File: config.mk
export PLATFORM = sky130hd
export DESIGN_NAME = fpop_decoder
export DESIGN_NICKNAME = d
export VERILOG_FILES = /design/src/rtl/fpop_pkg.sv /design/src/rtl/fpop_class_match.sv /design/src/rtl/fpop_opf_table.sv /design/src/rtl/fpop_reg_check.sv /design/src/rtl/fpop_decoder.sv
export SDC_FILE = /design/constraint.sdc
export NUM_CORES = 1
export LEC_CHECK = 0
export ABC_AREA = 1
export BUFFER_PORTS_ARGS = -buffer_cell sky130_fd_sc_hd__buf_2
export CAP_MARGIN = 5
export CORE_MARGIN = 2
export CORE_UTILIZATION = 38
export CTS_BUF_LIST = sky130_fd_sc_hd__clkbuf_16
export CTS_CLUSTER_DIAMETER = 50
export DETAILED_ROUTE_END_ITERATION = 7
export GPL_TIMING_DRIVEN = 0
export PLACE_DENSITY = 0.68
export SYNTH_ARGS = -nofsm -noshare
export SYNTH_HDL_FRONTEND = slang
export SYNTH_SLANG_ARGS = --single-unit
File: constraint.sdc
create_clock -name clk -period 0.9 [get_ports clk]
set_clock_uncertainty 0.15 [all_clocks]
set_input_delay 0.135 -clock clk [delete_from_list [all_inputs] [get_ports clk]]
set_output_delay 0.135 -clock clk [all_outputs]
set_load 0.1 [all_outputs]
File: src/rtl/fpop_pkg.sv
package fpop_pkg;

   localparam int unsigned WORD_W   = 32;
   localparam int unsigned IDX_W    = 5;
   localparam int unsigned OPF_W    = 9;
   localparam int unsigned OPF_LSB  = 5;
   localparam int unsigned RS1_LSB  = 14;
   localparam int unsigned RS2_LSB  = 0;
   localparam int unsigned RD_LSB   = 25;
   localparam int unsigned N_OPND   = 3;

   localparam logic [WORD_W-1:0] CLASS_MASK = 32'hC1F8_0000;
   localparam logic [WORD_W-1:0] ARITH_SIG  = 32'h81A0_0000;
   localparam logic [WORD_W-1:0] CMP_SIG    = 32'h81A8_0000;

   typedef enum logic [1:0] {
      PREC_NONE = 2'b00,
      PREC_S    = 2'b01,
      PREC_D    = 2'b10,
      PREC_Q    = 2'b11
   } prec_e;

   typedef enum logic [3:0] {
      K_NONE = 4'd0,
      K_MOV  = 4'd1,
      K_NEG  = 4'd2,
      K_ABS  = 4'd3,
      K_ADD  = 4'd4,
      K_SUB  = 4'd5,
      K_MUL  = 4'd6,
      K_DIV  = 4'd7,
      K_SQRT = 4'd8,
      K_WMUL = 4'd9,
      K_CVT  = 4'd10,
      K_CMP  = 4'd11,
      K_CMPX = 4'd12
   } kind_e;

   typedef struct packed {
      logic  hit;
      kind_e kind;
      prec_e p_rs1;
      prec_e p_rs2;
      prec_e p_rd;
   } entry_t;

   function automatic entry_t mk(kind_e k, prec_e a, prec_e b, prec_e d);
      entry_t e;
      e.hit   = 1'b1;
      e.kind  = k;
      e.p_rs1 = a;
      e.p_rs2 = b;
      e.p_rd  = d;
      return e;
   endfunction

   function automatic prec_e low_prec(logic [1:0] sel);
      prec_e p;
      case (sel)
         2'b01:   p = PREC_S;
         2'b10:   p = PREC_D;
         2'b11:   p = PREC_Q;
         default: p = PREC_NONE;
      endcase
      return p;
   endfunction

endpackage

File: src/rtl/fpop_class_match.sv
module fpop_class_match
   import fpop_pkg::*;
#(
   parameter int unsigned W = WORD_W
) (
   input  logic [W-1:0] word,
   output logic         is_arith,
   output logic         is_cmp
);

   generate
      if (W != 32) begin : g_bad_w
         $error("fpop_class_match: word width must be 32");
      end
   endgenerate

   logic [W-1:0] masked;

   always_comb begin
      masked   = word & CLASS_MASK;
      is_arith = (masked == ARITH_SIG);
      is_cmp   = (masked == CMP_SIG);
   end

endmodule

File: src/rtl/fpop_opf_table.sv
module fpop_opf_table
   import fpop_pkg::*;
#(
   parameter int unsigned OW = OPF_W
) (
   input  logic          is_arith,
   input  logic          is_cmp,
   input  logic [OW-1:0] opf,
   output entry_t        entry
);

   generate
      if (OW != 9) begin : g_bad_ow
         $error("fpop_opf_table: operation field must be 9 bits");
      end
   endgenerate

   entry_t arith_e;
   entry_t cmp_e;

   // Arithmetic class lookup. Families with a precision in the two low
   // opcode bits share one arm and derive the precision from those bits.
   always_comb begin
      arith_e = '0;
      case (opf)
         9'h001: arith_e = mk(K_MOV, PREC_NONE, PREC_S, PREC_S);
         9'h005: arith_e = mk(K_NEG, PREC_NONE, PREC_S, PREC_S);
         9'h009: arith_e = mk(K_ABS, PREC_NONE, PREC_S, PREC_S);
         9'h029, 9'h02A, 9'h02B:
            arith_e = mk(K_SQRT, PREC_NONE, low_prec(opf[1:0]), low_prec(opf[1:0]));
         9'h041, 9'h042, 9'h043:
            arith_e = mk(K_ADD, low_prec(opf[1:0]), low_prec(opf[1:0]), low_prec(opf[1:0]));
         9'h045, 9'h046, 9'h047:
            arith_e = mk(K_SUB, low_prec(opf[1:0]), low_prec(opf[1:0]), low_prec(opf[1:0]));
         9'h049, 9'h04A, 9'h04B:
            arith_e = mk(K_MUL, low_prec(opf[1:0]), low_prec(opf[1:0]), low_prec(opf[1:0]));
         9'h04D, 9'h04E, 9'h04F:
            arith_e = mk(K_DIV, low_prec(opf[1:0]), low_prec(opf[1:0]), low_prec(opf[1:0]));
         9'h069: arith_e = mk(K_WMUL, PREC_S, PREC_S, PREC_D);
         9'h06E: arith_e = mk(K_WMUL, PREC_D, PREC_D, PREC_Q);
         9'h0C6: arith_e = mk(K_CVT, PREC_NONE, PREC_D, PREC_S);
         9'h0C7: arith_e = mk(K_CVT, PREC_NONE, PREC_Q, PREC_S);
         9'h0C9: arith_e = mk(K_CVT, PREC_NONE, PREC_S, PREC_D);
         9'h0CB: arith_e = mk(K_CVT, PREC_NONE, PREC_Q, PREC_D);
         9'h0CC: arith_e = mk(K_CVT, PREC_NONE, PREC_S, PREC_Q);
         9'h0CD: arith_e = mk(K_CVT, PREC_NONE, PREC_S, PREC_Q);
         9'h0CE: arith_e = mk(K_CVT, PREC_NONE, PREC_D, PREC_Q);
         9'h0D1: arith_e = mk(K_CVT, PREC_NONE, PREC_S, PREC_S);
         9'h0D2: arith_e = mk(K_CVT, PREC_NONE, PREC_D, PREC_S);
         9'h0D3: arith_e = mk(K_CVT, PREC_NONE, PREC_Q, PREC_S);
         default: arith_e = '0;
      endcase
   end

   // Compare class lookup; the destination is always the condition codes.
   always_comb begin
      cmp_e = '0;
      case (opf)
         9'h051, 9'h052, 9'h053:
            cmp_e = mk(K_CMP, low_prec(opf[1:0]), low_prec(opf[1:0]), PREC_NONE);
         9'h055, 9'h056, 9'h057:
            cmp_e = mk(K_CMPX, low_prec(opf[1:0]), low_prec(opf[1:0]), PREC_NONE);
         default: cmp_e = '0;
      endcase
   end

   always_comb begin
      if (is_arith)    entry = arith_e;
      else if (is_cmp) entry = cmp_e;
      else             entry = '0;
   end

endmodule

File: src/rtl/fpop_reg_check.sv
module fpop_reg_check
   import fpop_pkg::*;
#(
   parameter int unsigned IW      = IDX_W,
   parameter bit          IS_DEST = 1'b0
) (
   input  logic          active,
   input  logic [1:0]    prec,
   input  logic [IW-1:0] idx,
   output logic          bad,
   output logic          to_cc
);

   generate
      if (IW < 2) begin : g_bad_iw
         $error("fpop_reg_check: index must be at least 2 bits");
      end
   endgenerate

   logic align_bad;
   logic cc_bad;

   always_comb begin
      case (prec)
         PREC_Q:  align_bad = |idx[1:0];
         PREC_D:  align_bad = idx[0];
         default: align_bad = 1'b0;
      endcase
   end

   generate
      if (IS_DEST) begin : g_dest
         // An unused destination slot means the condition codes, of which
         // only set 0 exists.
         always_comb begin
            to_cc  = active && (prec == PREC_NONE);
            cc_bad = to_cc && (|idx);
         end
      end else begin : g_src
         always_comb begin
            to_cc  = 1'b0;
            cc_bad = 1'b0;
         end
      end
   endgenerate

   assign bad = active && (align_bad || cc_bad);

endmodule

File: src/rtl/fpop_decoder.sv
module fpop_decoder
   import fpop_pkg::*;
#(
   parameter int unsigned WORD_BITS   = WORD_W,
   parameter int unsigned REG_BITS    = IDX_W,
   parameter int unsigned TRAP_BITS   = 3,
   parameter int unsigned BADREG_CODE = 6
) (
   input  logic                  clk,
   input  logic                  rst_n,
   input  logic                  in_valid,
   input  logic [WORD_BITS-1:0]  in_word,
   output logic                  out_valid,
   output logic [3:0]            out_kind,
   output logic [1:0]            out_prec_rs1,
   output logic [1:0]            out_prec_rs2,
   output logic [1:0]            out_prec_rd,
   output logic [REG_BITS-1:0]   out_idx_rs1,
   output logic [REG_BITS-1:0]   out_idx_rs2,
   output logic [REG_BITS-1:0]   out_idx_rd,
   output logic                  out_rd_cc,
   output logic                  out_err_unknown,
   output logic                  out_err_badreg,
   output logic [TRAP_BITS-1:0]  out_trap
);

   localparam logic [TRAP_BITS-1:0] TRAP_BAD  = TRAP_BITS'(BADREG_CODE);
   localparam logic [TRAP_BITS-1:0] TRAP_NONE = '0;
   localparam int unsigned          RD_SLOT   = N_OPND - 1;

   generate
      if (WORD_BITS != WORD_W) begin : g_bad_word
         $error("fpop_decoder: word width must match the field layout");
      end
      if (REG_BITS != IDX_W) begin : g_bad_reg
         $error("fpop_decoder: register index width must be 5");
      end
      if (BADREG_CODE == 0 || BADREG_CODE >= (1 << TRAP_BITS)) begin : g_bad_trap
         $error("fpop_decoder: trap code must be nonzero and fit the field");
      end
   endgenerate

   logic is_arith;
   logic is_cmp;
   entry_t ent;

   fpop_class_match #(.W(WORD_BITS)) u_class (
      .word     (in_word),
      .is_arith (is_arith),
      .is_cmp   (is_cmp)
   );

   fpop_opf_table #(.OW(OPF_W)) u_table (
      .is_arith (is_arith),
      .is_cmp   (is_cmp),
      .opf      (in_word[OPF_LSB +: OPF_W]),
      .entry    (ent)
   );

   logic [N_OPND-1:0][1:0]          slot_prec;
   logic [N_OPND-1:0][REG_BITS-1:0] slot_idx;
   logic [N_OPND-1:0]               slot_bad;
   logic [N_OPND-1:0]               slot_cc;

   always_comb begin
      slot_prec[0] = ent.p_rs1;
      slot_prec[1] = ent.p_rs2;
      slot_prec[2] = ent.p_rd;
      slot_idx[0]  = in_word[RS1_LSB +: REG_BITS];
      slot_idx[1]  = in_word[RS2_LSB +: REG_BITS];
      slot_idx[2]  = in_word[RD_LSB  +: REG_BITS];
   end

   // All slots are checked side by side; any fault yields the same code,
   // so no ordering between slots is needed.
   generate
      for (genvar g = 0; g < N_OPND; g++) begin : g_slot
         fpop_reg_check #(
            .IW      (REG_BITS),
            .IS_DEST (g == RD_SLOT)
         ) u_chk (
            .active (ent.hit),
            .prec   (slot_prec[g]),
            .idx    (slot_idx[g]),
            .bad    (slot_bad[g]),
            .to_cc  (slot_cc[g])
         );
      end
   endgenerate

   logic                 any_bad;
   logic                 dest_cc;
   logic [TRAP_BITS-1:0] trap_next;

   always_comb begin
      any_bad   = |slot_bad;
      dest_cc   = |slot_cc;
      trap_next = any_bad ? TRAP_BAD : TRAP_NONE;
   end

   always_ff @(posedge clk or negedge rst_n) begin
      if (!rst_n) begin
         out_valid       <= 1'b0;
         out_kind        <= '0;
         out_prec_rs1    <= '0;
         out_prec_rs2    <= '0;
         out_prec_rd     <= '0;
         out_idx_rs1     <= '0;
         out_idx_rs2     <= '0;
         out_idx_rd      <= '0;
         out_rd_cc       <= 1'b0;
         out_err_unknown <= 1'b0;
         out_err_badreg  <= 1'b0;
         out_trap        <= '0;
      end else begin
         out_valid <= in_valid;
         if (in_valid) begin
            out_kind        <= ent.kind;
            out_prec_rs1    <= slot_prec[0];
            out_prec_rs2    <= slot_prec[1];
            out_prec_rd     <= slot_prec[2];
            out_idx_rs1     <= slot_idx[0];
            out_idx_rs2     <= slot_idx[1];
            out_idx_rd      <= slot_idx[2];
            out_rd_cc       <= dest_cc;
            out_err_unknown <= !ent.hit;
            out_err_badreg  <= any_bad;
            out_trap        <= trap_next;
         end
      end
   end

endmodule

== Word-level counts from Yosys, hierarchy flattened ==
Cells that the tools add are included.

* Flip-flop bits (word level): 32
* Input bits: 35
* Output and inout port bits: 32
* Logic and storage cells: 91

* Reduce and logical (&&, ||, !) cells: 23
* Equal/unequal tests: 47
* Muxes and demuxes: 9

{| class="wikitable"
|+ Operators with widths
! operator !! count
|-
| 11-bit case mux with 17 select lines || 1
|-
| 9-bit by 7-bit == test with 1-bit output, second input constant || 20
|-
| 9-bit by 8-bit == test with 1-bit output, second input constant || 10
|-
| 9-bit by 6-bit == test with 1-bit output, second input constant || 3
|-
| 3-bit OR reduction || 8
|-
| 11-bit two-way mux || 2
|-
| 11-bit case mux with 2 select lines || 1
|-
| 2-bit == test, second input constant || 8
|-
| 8-bit == test, second input constant || 2
|-
| 2-bit OR reduction || 6
|-
| 9-bit by 1-bit == test with 1-bit output, second input constant || 1
|-
| 9-bit by 3-bit == test with 1-bit output, second input constant || 1
|-
| 9-bit by 4-bit == test with 1-bit output, second input constant || 1
|-
| 1-bit case mux with 2 select lines || 3
|-
| 2-bit case mux with 3 select lines || 1
|-
| 1-bit logical AND || 5
|-
| 5-bit OR reduction || 1
|-
| 3-bit two-way mux || 1
|-
| 2-bit by 1-bit == test with 1-bit output, second input constant || 1
|-
| 2-bit logical NOT || 1
|-
| 1-bit logical NOT || 1
|-
| 1-bit logical OR || 1
|}

== Logic depth before layout (Yosys ltp) ==
* Word-level depth: 12
* Gate-level depth with buffers: 17
* Mapped depth without buffers: 17

== Cells and area by module ==
Synthesis repeated with hierarchy kept, for this count alone.

* Cells, all modules: 311
* Area total of the unflattened synthesis: 1980.6 µm²

{| class="wikitable"
|+ By module, submodules not included
! module !! instances !! cells an instance !! sequential area each (µm²) !! area each (µm²)
|-
| fpop_decoder || 1 || 125 || 725.7 || 1127.3
|-
| fpop_opf_table || 1 || 148 || 0.0 || 668.1
|-
| fpop_reg_check (g_slot[0].u_chk ...) || 2 || 6 || 0.0 || 31.3
|-
| fpop_reg_check (g_slot[2].u_chk) || 1 || 12 || 0.0 || 62.6
|-
| fpop_class_match || 1 || 14 || 0.0 || 60.1
|}

== Worst setup path after synthesis ==
OpenSTA, ideal clock, no wires.

* Path type: register to output
* Start: register out_trap[1]
* End: output out_trap[1]
* Path buffers: 1
* Setup slack: -742 ps
* Stages on the path, launching flop included: 2
* Arrival: 1357 ps
* Data required time: 615 ps
* Cell sequence: dfrtp_1 > buf_4

{| class="wikitable"
|+ RTL lines
! item !! line !! source
|-
| from (decl) || fpop_decoder.sv:24 || <nowiki>output logic [TRAP_BITS-1:0] out_trap</nowiki>
|-
| from (signal assigned) || fpop_decoder.sv:128 || <nowiki>out_trap <= trap_next;</nowiki>
|}

No word-level cell between the ends.

== Worst setup path after layout ==
* Start: input in_word[5]
* End: register out_trap[1]

* Word-level cells in the longest chain between the ends: 11
* Elaborated cells between the ends (all ways): 72
* Those cells by class: eq/ne (45); mux (9); reduce/logical (18)

{| class="wikitable"
|+ RTL lines
! item !! line !! source
|-
| from (decl) || fpop_decoder.sv:12 || <nowiki>input logic [WORD_BITS-1:0] in_word,</nowiki>
|-
| 9-bit by 7-bit == test with 1-bit output (tied with other cells) || fpop_opf_table.sv:25 || <nowiki>case (opf)</nowiki>
|-
| 3-bit OR reduction (tied with other cells) || fpop_opf_table.sv:25 ||
|-
| 11-bit case mux with 17 select lines / 11-bit case mux with 2 select lines (equally long branches) || fpop_opf_table.sv:25, fpop_opf_table.sv:58 ||
|-
| 11-bit two-way mux (*) || fpop_opf_table.sv:68 || <nowiki>if (is_arith) entry = arith_e;</nowiki>
|-
| branches (longest 5 deep; another with 2-bit == test) || -- ||
|-
| 3-bit OR reduction (*) || fpop_decoder.sv:96 || <nowiki>any_bad = |slot_bad;</nowiki>
|-
| 3-bit two-way mux (*) || fpop_decoder.sv:98 || <nowiki>trap_next = any_bad ? TRAP_BAD : TRAP_NONE;</nowiki>
|}

Every way passes the cells marked *.
A chain may end at the register's enable or synchronous reset.

==> impl_metrics.csv <==
group,metric,value,unit
floorplan,die_area,5780,µm²
worst_setup_path,required,960,ps
detailed_routing,ant_nets,0,
synth,synth_compound_area_share,9.45,%
detailed_routing,vias,2625,
synth,syn_inst,299,
timing,tightest_slew,674,ps
global_route,grt.overflow.total,0,
worst_setup_path,cp_max_fo,9,
clock_network,clk_latency,270,ps
clock_network,cts-buffers-inserted,5,
power_and_ir_drop,power-per-cell-area,1130,nW/µm²
clock_network,htree_num_levels,2,
outcome,outcome,"finished, violations left",
detailed_routing,routed_wl,8.58,mm
timing,fin_tns_setup,-17140,ps
worst_setup_path,critPathKind,"input port to register",
finish,final_nets,454,
synth,synthTopCellsByArea,"dfrtp_1 37%, nand2_1 19%, nor2_1 8.0%, inv_1 6.5%, nand3_1 5.3%",
floorplan,row_count,26,
flow_run,maxCapViolCount,0,
worst_hold_path,hp-class,"input port to asynchronous set/reset pin",
synth,synthXorXnorAreaFrac,0,%
synth,synth_edf_count,0,
timing,finalHoldViolCount,31,
placement,post-place-ws,-984,ps
synth,synth_top_area_cell,"dfrtp_1",
worst_setup_path,crit_slowest_cell,"a21oi_2",
synth,synth_mux_area_share,0,%
power_and_ir_drop,ir_drop,0.788,mV
timing,max_freq,620,MHz
clock_network,cts_tree,"built",
synth,synthAdderAreaFrac,0,%
worst_setup_path,setup.worst_path.end_class,"register",
worst_setup_path,path_delay_family,"simple AND/OR/NAND/NOR gates",
finish,antennaDiodeCount,0,
synth,synth_seq_area_share,36.8,%
worst_setup_path,worstPathArrival,1670,ps
timing,whs,-255,ps
clock_network,clock_tree.buffer_depth,2,
timing,fin_crit,1610,ps
floorplan,fp.dieW,76.0,µm
floorplan,coreArea,5040,µm²
worst_setup_path,crit_top_cell,"nand2_1",
finish,drive_above_1_share,62.6,%
synth,syn_avg_cell_area,6.59,µm²
detailed_routing,routedWlPerCell,17.5,µm
global_route,grt.total_usage,27.3,%
synth,yosysUniqueCellTypes,35,
worst_setup_path,cp_slowest_stage_delay,170,ps
clock_network,clkSinkCount,29,
worst_setup_path,path_cells,"buf_12 -> inv_4 -> nand2_2 -> nor2_1 -> nand3_1 -> nand2_2 -> nor2_1 -> nand2_1 -> nor2_1 -> a21oi_2 -> nand3_1 -> nand2_1 -> nor2_1 -> nand2_1 -> nand2_1 -> nand2_1",
outcome,violations,"negative hold slack, negative setup slack",
detailed_routing,avgViaCountPerCell,5.36,
global_route,grt_pass1_vias,2645,
synth,synthFlopType,"dfrtp_1",
synth,netlist_area,1970,µm²
placement,place.gp.congestion,0.955,
clock_network,clk_pin_slew,50,ps
global_route,antenna_found_initial,0,
synth,ys_warn_count,0,
power_and_ir_drop,leakagePower,2.02,nW
synth,synth_top_family_by_area,"simple AND/OR/NAND/NOR gates",
global_route,grt_pass1_wl,12.6,mm
floorplan,start_util,39.1,%
synth,async_reset_ff_share,100,%
clock_network,holdBufCountCts,10,
global_route,grt_max_degree,30,
synth,synthSimpleGateAreaFrac,42.8,%
floorplan,ios,67,
timing,fin_ws,-712,ps
timing,rsz0062_at_grt,"true",
synth,synth_top_area_share,36.8,%
placement,port_buffers,64,
detailed_routing,drt_iter0_drc,137,
finish,syn_to_final_growth,113,%
finish,fill_cells,255,
floorplan,die_h,76.0,µm
timing,report.final.slew_viol_count,0,
worst_setup_path,crit_buf_inv,2,
placement,dp.final_hpwl,4.40,mm
synth,synth.ff_latch_count,29,
worst_setup_path,start_kind,"input port",
timing,relSlewSlack,55.1,%
timing,setup_violations,48,
timing,fin_crit_sh,179,%
detailed_routing,dr.pass1.iters,4,
synth,synth_nets,334,
power_and_ir_drop,power,0.00475,W
detailed_routing,drc_errors,0,
clock_network,cts-root-buf,"clkbuf_16",
-- what timing repair did --
| action | CTS | global route |
|---|---|---|
| endpoints found under the hold margin | 45 | 29 |
| pin swaps | 38 | 32 |
| buffers inserted | 22 | 18 |
| cloned | 1 | 0 |
| setup endpoints to repair | 59 | 59 |
| gates resized for setup | 234 | 56 |
-- cells in the mapped netlist (2+ instances only) --
cell and n:
a21oi_1 3, a21oi_2 2, buf_4 3, buf_6 2, clkbuf_1 4, dfrtp_1 29
inv_1 34, inv_2 4, nand2_1 100, nand3_1 21, nand3_2 3, nand4_1 9
nor2_1 42, nor2_2 5, o21a_1 2, o21ai_0 15, o21ai_1 3
-- cells by family after synthesis --
| group | count (synthesis) |
|---|---|
| simple gates | 189 |
| compound gates | 31 |
| flops | 29 |
| other cells | 1 |
| buf+inv | 49 |
-- cell type report --
class | count | area (µm²) | area share [%]
Sequential cell | 29 | 835 | 19.8
Timing Repair Buffer | 113 | 1360 | 32.3
Buffer | 10 | 108 | 2.56
Tap cell | 70 | 87.6 | 2.08
Inverter | 39 | 206 | 4.91
Clock buffer | 5 | 125 | 2.97
Clock inverter | 3 | 13.8 | 0.327
Multi-Input combinational cell | 221 | 1480 | 35.1
-- per-layer routing --
metal / up-vias / global-route usage [%] / wire length (µm)
met5: - / 0 / 0
met4: 0 / 12.2 / 487
met3: 46 / 4.38 / 412
met2: 129 / 54.4 / 4730
met1: 1255 / 27.5 / 2950
li1: 1195 / - / -
-- sequential cells by signal (all words and copies together), names as in the netlist --
signal           count
out_rd_cc            1
out_idx_rd           5
out_prec_rd          2
out_idx_rs2          5
out_err_unknown      1
out_prec_rs1         2
out_prec_rs2         2
out_kind             4
out_trap             1
out_idx_rs1          5
out_valid            1
-- through the flow --
step	cells	hold WS [ps]	util, %	instance area, µm²
global route	490	-201	83.4	4210
CTS	474	-236	76.9	3880
detailed placement	433	56.3	51.9	2620
floorplan	299	-311	-	2210
global placement	433	44.5	51.9	2620
finish	490	-255	83.4	4210
-- worst reg2reg max path, stage by stage, from the launching register on --
cell and delay (ps):
dfrtp_4 500, buf_6 130, buf_4 120, nand2_1 60, nand2_1 50
-- where the power goes --
group | internal, W | switching [W] | leakage [nW]
logic | 0.000630 | 0.00104 | 1.61
clock network | 0.00100 | 0.000575 | 0.0748
registers | 0.00142 | 0.0000889 | 0.328
-- worst paths after layout --
path                                 from              to  slack [ps]  depth (start not counted)
hold / removal                      rst_n  out_idx_rs2[3]        -250                          1
setup reg to reg              out_trap[1]     out_trap[1]        -210                          4
min in group clk              in_word[15]  out_idx_rs1[1]         -10                          3
hold reg to reg            out_idx_rs1[0]  out_idx_rs1[0]         410                          2
setup / recovery               in_word[5]     out_trap[1]        -710                         16
max in group asynchronous           rst_n  out_idx_rs1[0]         350                          1
-- placed cells by master, fill, tap and decap left out, types with 2 or more instances in the layout --
cell type	count
o21a_1	2
inv_2	9
o21ai_1	9
nor2_2	6
nand2_4	6
nand2_8	3
nand3_1	7
nand2_1	66
inv_6	2
nor2_4	16
clkinv_2	2
clkbuf_16	5
nor3_4	2
nor2_1	25
inv_4	2
a21oi_2	3
nand2_2	27
nand3_2	16
inv_8	2
dlygate4sd3_1	4
inv_1	22
buf_4	33
nand4_1	9
dlymetal6s4s_1	6
o21ai_2	9
buf_6	13
clkinv_8	2
buf_12	39
buf_2	25
dfrtp_4	29
Power figures use the tool's default switching activity.
